--- config.mk ---
export PLATFORM = sky130hd
export DESIGN_NAME = seq_restoring_div
export DESIGN_NICKNAME = d
export VERILOG_FILES = /design/src/rtl/div_pkg.sv /design/src/rtl/div_operand_prep.sv /design/src/rtl/div_restore_step.sv /design/src/rtl/div_sign_fix.sv /design/src/rtl/seq_restoring_div.sv
export SDC_FILE = /design/constraint.sdc
export NUM_CORES = 1
export LEC_CHECK = 0
export BUFFER_PORTS_ARGS = -buffer_cell sky130_fd_sc_hd__buf_4
export CAP_MARGIN = 20
export CORE_ASPECT_RATIO = 0.9
export CORE_MARGIN = 4
export CORE_UTILIZATION = 50
export DETAILED_ROUTE_END_ITERATION = 10
export PLACE_DENSITY_LB_ADDON = 0.2
export SLEW_MARGIN = 40
export SYNTH_ARGS = -nofsm -noshare
export SYNTH_HDL_FRONTEND = slang
export SYNTH_SLANG_ARGS = --single-unit
--- constraint.sdc ---
create_clock -name clk -period 5.9 [get_ports clk]
set_input_delay 0.59 -clock clk [delete_from_list [all_inputs] [get_ports clk]]
set_output_delay 0.59 -clock clk [all_outputs]
set_load 0.05 [all_outputs]
--- src/rtl/div_pkg.sv ---
// Package: shared state encoding for the sequential divider.
// Assumes: the control FSM has three phases (idle, iterate, sign fixup).
package div_pkg;
    typedef enum logic [1:0] {
        ST_IDLE = 2'd0,
        ST_RUN  = 2'd1,
        ST_FIX  = 2'd2
    } div_state_e;
endpackage

--- src/rtl/div_operand_prep.sv ---
// Module: div_operand_prep
// Turns a possibly signed operand into an unsigned magnitude plus a sign flag.
// Assumes: two's complement; the most negative value maps to 2^(W-1) unsigned.
module div_operand_prep #(
    parameter int W = 64
) (
    input  logic         signed_mode,
    input  logic [W-1:0] value_i,
    output logic [W-1:0] mag_o,
    output logic         neg_o
);
    // Select negation only for signed operands with the top bit set.
    always_comb begin
        neg_o = signed_mode & value_i[W-1];
        mag_o = neg_o ? (~value_i + W'(1)) : value_i;
    end
endmodule

--- src/rtl/div_restore_step.sv ---
// Module: div_restore_step
// One restoring iteration on a 2W-bit accumulator: shift left, trial-subtract
// the divisor from the upper half, keep or restore, shift in the quotient bit.
// Assumes: upper half of acc_i is smaller than dvs_i, or dvs_i is zero.
module div_restore_step #(
    parameter int W = 64
) (
    input  logic [2*W-1:0] acc_i,
    input  logic [W-1:0]   dvs_i,
    output logic [2*W-1:0] acc_o
);
    logic [W:0] hi_shift;
    logic [W:0] trial;
    logic       below;

    // Shift, subtract and choose the next accumulator value in one pass.
    always_comb begin
        hi_shift = acc_i[2*W-1:W-1];
        trial    = hi_shift - {1'b0, dvs_i};
        below    = hi_shift < {1'b0, dvs_i};
        if (below)
            acc_o = {hi_shift[W-1:0], acc_i[W-2:0], 1'b0};
        else
            acc_o = {trial[W-1:0], acc_i[W-2:0], 1'b1};
    end
endmodule

--- src/rtl/div_sign_fix.sv ---
// Module: div_sign_fix
// Applies final signs to magnitude results of the iteration.
// Assumes: remainder follows the dividend sign; quotient negation is
// suppressed for a zero divisor so the all-ones pattern survives.
module div_sign_fix #(
    parameter int W = 64
) (
    input  logic         neg_q,
    input  logic         neg_r,
    input  logic [W-1:0] q_mag,
    input  logic [W-1:0] r_mag,
    output logic [W-1:0] q_o,
    output logic [W-1:0] r_o
);
    // Conditionally negate each result independently.
    always_comb begin
        q_o = neg_q ? (~q_mag + W'(1)) : q_mag;
        r_o = neg_r ? (~r_mag + W'(1)) : r_mag;
    end
endmodule

--- src/rtl/seq_restoring_div.sv ---
// Module: seq_restoring_div (top)
// Multi-cycle restoring divider, signed or unsigned, with start/busy/done.
// One capture cycle, W iteration cycles, one sign-fix cycle.
// Assumes: start is ignored while busy; no divide-by-zero or overflow trap.
module seq_restoring_div #(
    parameter int W = 64
) (
    input  logic         clk,
    input  logic         rst_n,
    input  logic         start,
    input  logic         is_signed,
    input  logic [W-1:0] dividend,
    input  logic [W-1:0] divisor,
    output logic         busy,
    output logic         done,
    output logic [W-1:0] quotient,
    output logic [W-1:0] remainder
);
    import div_pkg::*;

    localparam int CW = (W > 1) ? $clog2(W) : 1;
    localparam logic [CW-1:0] LAST = CW'(W - 1);

    div_state_e     state_q;
    logic [2*W-1:0] acc_q;
    logic [2*W-1:0] acc_next;
    logic [W-1:0]   dvs_q;
    logic [CW-1:0]  step_q;
    logic           neg_q_q;
    logic           neg_r_q;
    logic [W-1:0]   a_mag, b_mag;
    logic           a_neg, b_neg;
    logic [W-1:0]   q_fixed, r_fixed;
    logic           accept;

    div_operand_prep #(.W(W)) u_prep_a (
        .signed_mode (is_signed),
        .value_i     (dividend),
        .mag_o       (a_mag),
        .neg_o       (a_neg)
    );

    div_operand_prep #(.W(W)) u_prep_b (
        .signed_mode (is_signed),
        .value_i     (divisor),
        .mag_o       (b_mag),
        .neg_o       (b_neg)
    );

    div_restore_step #(.W(W)) u_step (
        .acc_i (acc_q),
        .dvs_i (dvs_q),
        .acc_o (acc_next)
    );

    div_sign_fix #(.W(W)) u_fix (
        .neg_q (neg_q_q),
        .neg_r (neg_r_q),
        .q_mag (acc_q[W-1:0]),
        .r_mag (acc_q[2*W-1:W]),
        .q_o   (q_fixed),
        .r_o   (r_fixed)
    );

    // A new operation is accepted only from idle.
    always_comb accept = start && (state_q == ST_IDLE);

    // Busy covers capture through the sign-fix cycle.
    always_comb busy = (state_q != ST_IDLE);

    // Control FSM and iteration counter.
    always_ff @(posedge clk) begin
        if (!rst_n) begin
            state_q <= ST_IDLE;
            step_q  <= '0;
        end else begin
            case (state_q)
                ST_IDLE: if (accept) begin
                    state_q <= ST_RUN;
                    step_q  <= '0;
                end
                ST_RUN: begin
                    step_q <= step_q + CW'(1);
                    if (step_q == LAST) state_q <= ST_FIX;
                end
                ST_FIX:  state_q <= ST_IDLE;
                default: state_q <= ST_IDLE;
            endcase
        end
    end

    // Datapath: capture magnitudes and signs, then one step per cycle.
    always_ff @(posedge clk) begin
        if (!rst_n) begin
            acc_q   <= '0;
            dvs_q   <= '0;
            neg_q_q <= 1'b0;
            neg_r_q <= 1'b0;
        end else if (accept) begin
            acc_q   <= {{W{1'b0}}, a_mag};
            dvs_q   <= b_mag;
            neg_q_q <= (a_neg ^ b_neg) && (divisor != '0);
            neg_r_q <= a_neg;
        end else if (state_q == ST_RUN) begin
            acc_q <= acc_next;
        end
    end

    // Result registers and the one-cycle completion pulse.
    always_ff @(posedge clk) begin
        if (!rst_n) begin
            quotient  <= '0;
            remainder <= '0;
            done      <= 1'b0;
        end else begin
            done <= (state_q == ST_FIX);
            if (state_q == ST_FIX) begin
                quotient  <= q_fixed;
                remainder <= r_fixed;
            end
        end
    end
endmodule

==> results.toml, run 1 <==
[setup_path]
cp.required_ns = 6.34
setup.worst_path.end_class = "register"
reg2reg_setup_slack_ns = 1.86
regToRegStartpoint = "acc_q[85]"
crit_top_cell = "a21oi_1"
cpMaxStageDelayCell = "o32ai_4"
worst_ep_arrival_time_ns = 4.48
critPathMaxFanout = 46
setup.worst_path.class = "register to register"
setup.worst_path.start_class = "register"
cp_top_family = "compound AO/OA/AOI/OAI gates"
crit_buf_inv = 1
r2r-end = "acc_q[77]"
r2r_cells = 12
cp_slowest_stage_delay_ns = 0.76
critical_path.cell_chain = "ha_1 -> a21oi_1 -> o21ai_0 -> a21oi_1 -> o211ai_1 -> a21oi_1 -> a2111oi_2 -> o32ai_4 -> buf_4 -> nor2_1 -> a211oi_1 -> nor2_1"

[die]
initial_core_util_pct = 50.58
die_w_um = 230.7
rows = 73
core_region_area_um2 = 44120
dieArea_um2 = 48080
die_height_um = 208.4
io-pin-count = 262

[synthesis]
synth-edff-count = 0
seq_total_area_yosys_pct = 29.70
synthesis.area_per_instance_um2 = 7.686
synth.net_count = 3105
synth_seq_cells = 331
postSynth.asyncResetShare_pct = 0
synth.yosys.warnings = 0
synth_cells = 2903
synthFlopType = "dfxtp_1"
library_cells_used_by_synthesis = 92
post_synth_instance_area_um2 = 22310

[route]
routed_wl_um = 75820
route.detailed.wl_per_inst_um = 20.70
route.detailed.drc = 0
detailed_router_iteration_count_before_antenna_repair = 6
detailedRoute.firstIterationViolations = 2844
viasPerCell = 6.094
routed-via-count = 22320
drt.antenna.violating_nets = 0

[timing]
final.period_utilization_pct = 68.45
setup-tns-final_ns = 0
final_critical_path_setup_slack_ns = 1.861
clock_skew_ns = 0.03082
tightest_slew_ns = 0.9255
rsz0062_at_grt = "no"
finalHoldViolCount = 0
timing_max_transition_violations_final = 0
fin_crit_ns = 4.039
timing.fmax_mhz = 247.6
timing.slew.headroom_pct = 38.30
final-setup-viol-count = 0

[layout]
layout_commonest_cell = "nand2_1"
layout_stage_area_growth_over_the_synthesis_result_pct = 15.48
filler_cell_count = 4177
postLayoutCoreUtil_pct = 58.41
mostFrequentLayoutCells = "nand2_1 (455), dfxtp_1 (329), buf_4 (274)"
fin_nets = 3238
multi_input_comb_area_um2 = 14600
antenna_cells_inserted = 0
ff_latch_area_um2 = 6634
layout-drive-gt1-share_pct = 13.00

[global_route]
first_global_vias = 19750
largest_net_degree_at_the_start_of_global_routing = 185
gr-usage-all-layers_pct = 30.04
grt_pass1_wl_um = 116100
grt_antenna_before_repair = 1
grt.overflow.total = 0

[power_and_ir_drop]
ir_drop_uv = 171.7
total_power_uw = 7321
power_density_nw_per_um2 = 284.1
power_leakage_uw = 0.01194

[cts]
cts.htree.levels = 2
max-clock-path-buffers = 3
cts_root_buf = "clkbuf_16"
cts_setup_buffers = 0
clock_insertion_delay_worst_skew_ns = 0.57
cts_resizes = 0
tritoncts_num_sinks = 331
cts_buffers = 38
worst_setup_hold_path_clk_slew_ns = 0.06
post_cts_hold_buffer_count = 0
tritoncts_clock_tree = "built"

[min_path]
timing.hold.worst.class = "primary input to register"
hold_end = "neg_q_q"
timing.hold.worst_path_depth = 3
holdCritStartpoint = "is_signed"

[placement]
port-buffer-count = 261
dp_worst_setup_slack_ns = 1.854
gp_congestion = 0.9940
dp_hpwl_um = 58130

[flow_run]
cap_viol_max_count = 0

[run_status]
outcome = "complete, no violations"
==> through the flow <==
step / instances / hold WS [ns] / instance area (µm²)
detailed placement: 3596 / 0.4661 / 24470
floorplan: 2903 / 0.4410 / 22310
finish: 3662 / 0.3679 / 25770
CTS: 3662 / 0.3365 / 25750
global placement: 3596 / 0.4555 / 24450
global route: 3662 / 0.3681 / 25770
==> metal layers <==
| layer | vias up | wire (µm) | GRT usage, % |
|---|---|---|---|
| li1 | 10640 | - | - |
| met1 | 10530 | 37780 | 49.73 |
| met2 | 1073 | 28360 | 38.58 |
| met3 | 72 | 8518 | 7.256 |
| met4 | 0 | 1159 | 5.329 |
| met5 | - | 0 | 0 |
==> flip-flops by register name, indices dropped and copies added, names as in the netlist <==
register   count
neg_r_q        1
quotient      64
done           1
state_q        2
dvs_q         64
step_q         6
acc_q        128
neg_q_q        1
remainder     64
==> report_power, final <==
| part | leakage (µW) | switching [µW] | internal [µW] |
|---|---|---|---|
| Sequential | 0.00270 | 202 | 2350 |
| Combinational | 0.00861 | 1450 | 851 |
| Clock | 0.000630 | 990 | 1480 |
| Total | 0.0119 | 2640 | 4680 |
==> cells by family (layout without fill, tap and decap cells) <==
| kind of cell | Yosys count | count (layout) | synth area share, % |
|---|---|---|---|
| AOI/OAI and AO/OA | 892 | 892 | 27.13 |
| xor gates and xnor gates | 286 | 286 | 11.23 |
| adders and majority gates | 70 | 70 | 3.959 |
| buffers and inverters | 285 | 444 | 5.159 |
| DFF | 331 | 331 | 29.70 |
| muxes | 19 | 19 | 0.8523 |
| and+or+nand+nor | 1020 | 1020 | 21.97 |
==> cell type report <==
cell class | count | area share, %
Sequential cell | 331 | 25.75
Clock buffer | 51 | 4.113
Tap cell | 600 | 2.913
Multi-Input combinational cell | 2287 | 56.66
Clock inverter | 15 | 0.8595
Timing Repair Buffer | 280 | 8.279
Inverter | 98 | 1.428
==> cell usage after synthesis (17+ instances only) <==
cell	instances	area (µm²)
o31ai_1	52	390.4
o41ai_1	31	271.5
xnor2_1	100	875.8
nand2_1	457	1715
or3_1	35	219.0
and2_1	61	381.6
o211a_1	166	1662
dfxtp_1	331	6626
o21bai_1	17	127.6
mux2i_1	19	190.2
a21o_1	21	157.7
nor2_1	157	589.3
inv_1	97	364.1
clkbuf_1	156	585.6
a21boi_0	24	180.2
ha_1	69	863.3
nor3_1	50	250.2
a21oi_1	237	1186
nand2b_1	20	125.1
or4_1	27	202.7
nand4_1	27	168.9
o21ai_0	222	1111
xor2_1	186	1629
nand3_1	89	445.4
==> worst min-delay path, cell delays in order <==
cell and delay [ns]:
buf_4 0.15, nand4_1 0.09, o21ai_1 0.06
==> how the worst max path moves through the flow <==
stage | endpoint | startpoint | depth (start not counted) | slack (ns)
floorplan | acc_q[68] | acc_q[66] | 12 | 2.70
global placement | dvs_q[62] | divisor[1] | 14 | 1.93
detailed placement | dvs_q[62] | divisor[1] | 14 | 1.85
CTS | acc_q[99] | acc_q[66] | 12 | 1.87
global route | acc_q[99] | acc_q[66] | 12 | 1.55
finish | acc_q[77] | acc_q[85] | 12 | 1.86
Power figures use the tool's default switching activity.
==> inputs of run 2 (changes only) <==
==> constraint.sdc (replaced) <==
create_clock -name clk -period 3.7 [get_ports clk]
set_input_delay 0.37 -clock clk [delete_from_list [all_inputs] [get_ports clk]]
set_output_delay 0.37 -clock clk [all_outputs]
set_load 0.05 [all_outputs]
==> results.toml, run 2 (synthesized netlist as in run 1, its figures left out) <==
[run_status]
outcome = "complete, no violations"

[setup_path]
crit_top_cell = "buf_4"
cpMaxStageDelayCell = "or4_1"
cp_slowest_stage_delay_ns = 0.61
crit_buf_inv = 5
r2r_cells = 17
critPathMaxFanout = 5
crit_end = "acc_q[122]"
critical_path.cell_chain = "inv_1 -> ha_1 -> nand4_1 -> or4_1 -> nand2b_1 -> a21oi_1 -> a21oi_1 -> buf_4 -> o21ai_1 -> buf_4 -> a211oi_1 -> buf_4 -> o31ai_2 -> buf_4 -> xnor2_1 -> o21ai_1 -> a22o_1"
setup.worst_path.end_class = "register"
cp_top_family = "simple AND/OR/NAND/NOR gates"
critical_path_depth = 17
setup.worst_path.start = "dvs_q[12]"
setup.worst_path.class = "register to register"
regToRegStartpoint = "dvs_q[12]"
r2r-end = "acc_q[122]"
setup.worst_path.start_class = "register"
worst_ep_arrival_time_ns = 4.06
cp.required_ns = 4.15
reg2reg_setup_slack_ns = 0.08

[global_route]
grt_pass1_wl_um = 120100
grt_antenna_before_repair = 1
grt.overflow.total = 0
gr-usage-all-layers_pct = 30.97
first_global_vias = 20600
largest_net_degree_at_the_start_of_global_routing = 101

[cts]
post_cts_hold_buffer_count = 0
tritoncts_clock_tree = "built"
clock_insertion_delay_worst_skew_ns = 0.55
worst_setup_hold_path_clk_slew_ns = 0.06
cts_buffers = 39
tritoncts_num_sinks = 331
max-clock-path-buffers = 3
cts.htree.levels = 2
cts_root_buf = "clkbuf_16"

[die]
die_height_um = 208.4
dieArea_um2 = 48080
rows = 73
initial_core_util_pct = 50.58
io-pin-count = 262
core_region_area_um2 = 44120
die_w_um = 230.7

[power_and_ir_drop]
total_power_uw = 12020
ir_drop_uv = 357.1
internal_power_consumption_uw = 7684
power.share.switching_pct = 36.05
clock_power_share_pct = 31.7
power_leakage_uw = 0.01286
seq_power_share_pct = 32.9
power_density_nw_per_um2 = 440.8
p_switching_uw = 4332
power.share.combinational_pct = 35.3

[placement]
dp_hpwl_um = 61490
port-buffer-count = 261
gp_congestion = 0.9786

[route]
detailed_router_iteration_count_before_antenna_repair = 8
routed-via-count = 23040
viasPerCell = 5.996
route.detailed.drc = 0
route.detailed.wl_per_inst_um = 20.40
drt.antenna.violating_nets = 0
routed_wl_um = 78410
detailedRoute.firstIterationViolations = 2599

[layout]
flip_flop_count_of_the_largest_register_all_copies_and_words_added = 128
postLayoutCoreUtil_pct = 61.79
mostFrequentLayoutCells = "nand2_1 (454), buf_4 (445), dfxtp_1 (328)"
layout-drive-gt1-share_pct = 18.01
regMostFlops = "acc_q"
layout_stage_area_growth_over_the_synthesis_result_pct = 22.15
antenna_cells_inserted = 0
layout_commonest_cell = "nand2_1"
filler_cell_count = 3972
fin_nets = 3417

[timing]
hold_slack_ns = 0.06466
timing.slew.headroom_pct = 49.71
clock_skew_ns = 0.01588
final.period_utilization_pct = 97.74
final-setup-viol-count = 0
finalHoldViolCount = 0
timing_max_transition_violations_final = 0
fin_crit_ns = 3.617
tightest_slew_ns = 0.7543
timing.fmax_mhz = 276.5

[flow_run]
cap_viol_max_count = 0

[min_path]
timing.hold.worst.class = "primary input to register"
==> run 2: worst min-delay path by stage <==
stage	endpoint	from	cells after the start	slack, ns
after global routing	dvs_q[53]	rst_n	2	0.07
after CTS	dvs_q[53]	rst_n	2	0.04
after detailed placement	dvs_q[63]	dvs_q[63]	2	0.46
after floorplan	dvs_q[20]	dvs_q[20]	2	0.44
final	dvs_q[59]	rst_n	2	0.06
after global placement	step_q[3]	step_q[3]	1	0.45
==> run 2: metrics by stage <==
step | instances | cell area [µm²] | setup WS [ns] | TNS (ns)
2_1_floorplan | 2903 | 22310 | 0.4978 | 0
3_3_place_gp | 3769 | 25820 | -0.06102 | -0.6045
3_5_place_dp | 3769 | 25830 | -0.1208 | -3.165
4_1_cts | 3838 | 27090 | 0.004554 | 0
5_1_grt | 3843 | 27260 | -0.03078 | -0.03078
6_report | 3843 | 27260 | 0.08347 | 0
==> run 2: layer usage <==
| metal | up-vias | global-route usage, % | part of all wire (%) |
|---|---|---|---|
| met4 | 0 | 5.453 | 1.3 |
| met2 | 1069 | 39.79 | 38 |
| met3 | 70 | 7.571 | 11 |
| li1 | 11010 | - | - |
| met1 | 10890 | 51.21 | 50 |
| met5 | - | 0 | 0 |
==> run 2: area by class of cell <==
type / instances / area, µm² / share of cell area (%)
Multi-Input combinational cell: 2288 / 14700 / 53.92
Sequential cell: 331 / 6630 / 24.32
Timing Repair Buffer: 457 / 3560 / 13.06
Clock buffer: 57 / 1156 / 4.241
Tap cell: 600 / 750.7 / 2.754
Inverter: 98 / 367.9 / 1.350
Clock inverter: 12 / 96.34 / 0.3535
==> run 2: power by group through the flow <==
stage	sequential, µW	clock, µW	combinational, µW
2_1_floorplan	3990	0	2600
3_3_place_gp	4010	0	4010
3_5_place_dp	4020	0	4050
4_1_cts	3950	3860	4070
5_1_grt	3980	4010	4600
6_report	3960	3810	4240
==> run 2: repair_timing <==
| item | 4_1_cts | 5_1_grt |
|---|---|---|
| setup buffers | 0 | 2 |
| gates resized for setup | 1 | 16 |
| setup endpoints to repair | 60 | 71 |
| cloned | 0 | 1 |
| pin swaps | 0 | 5 |
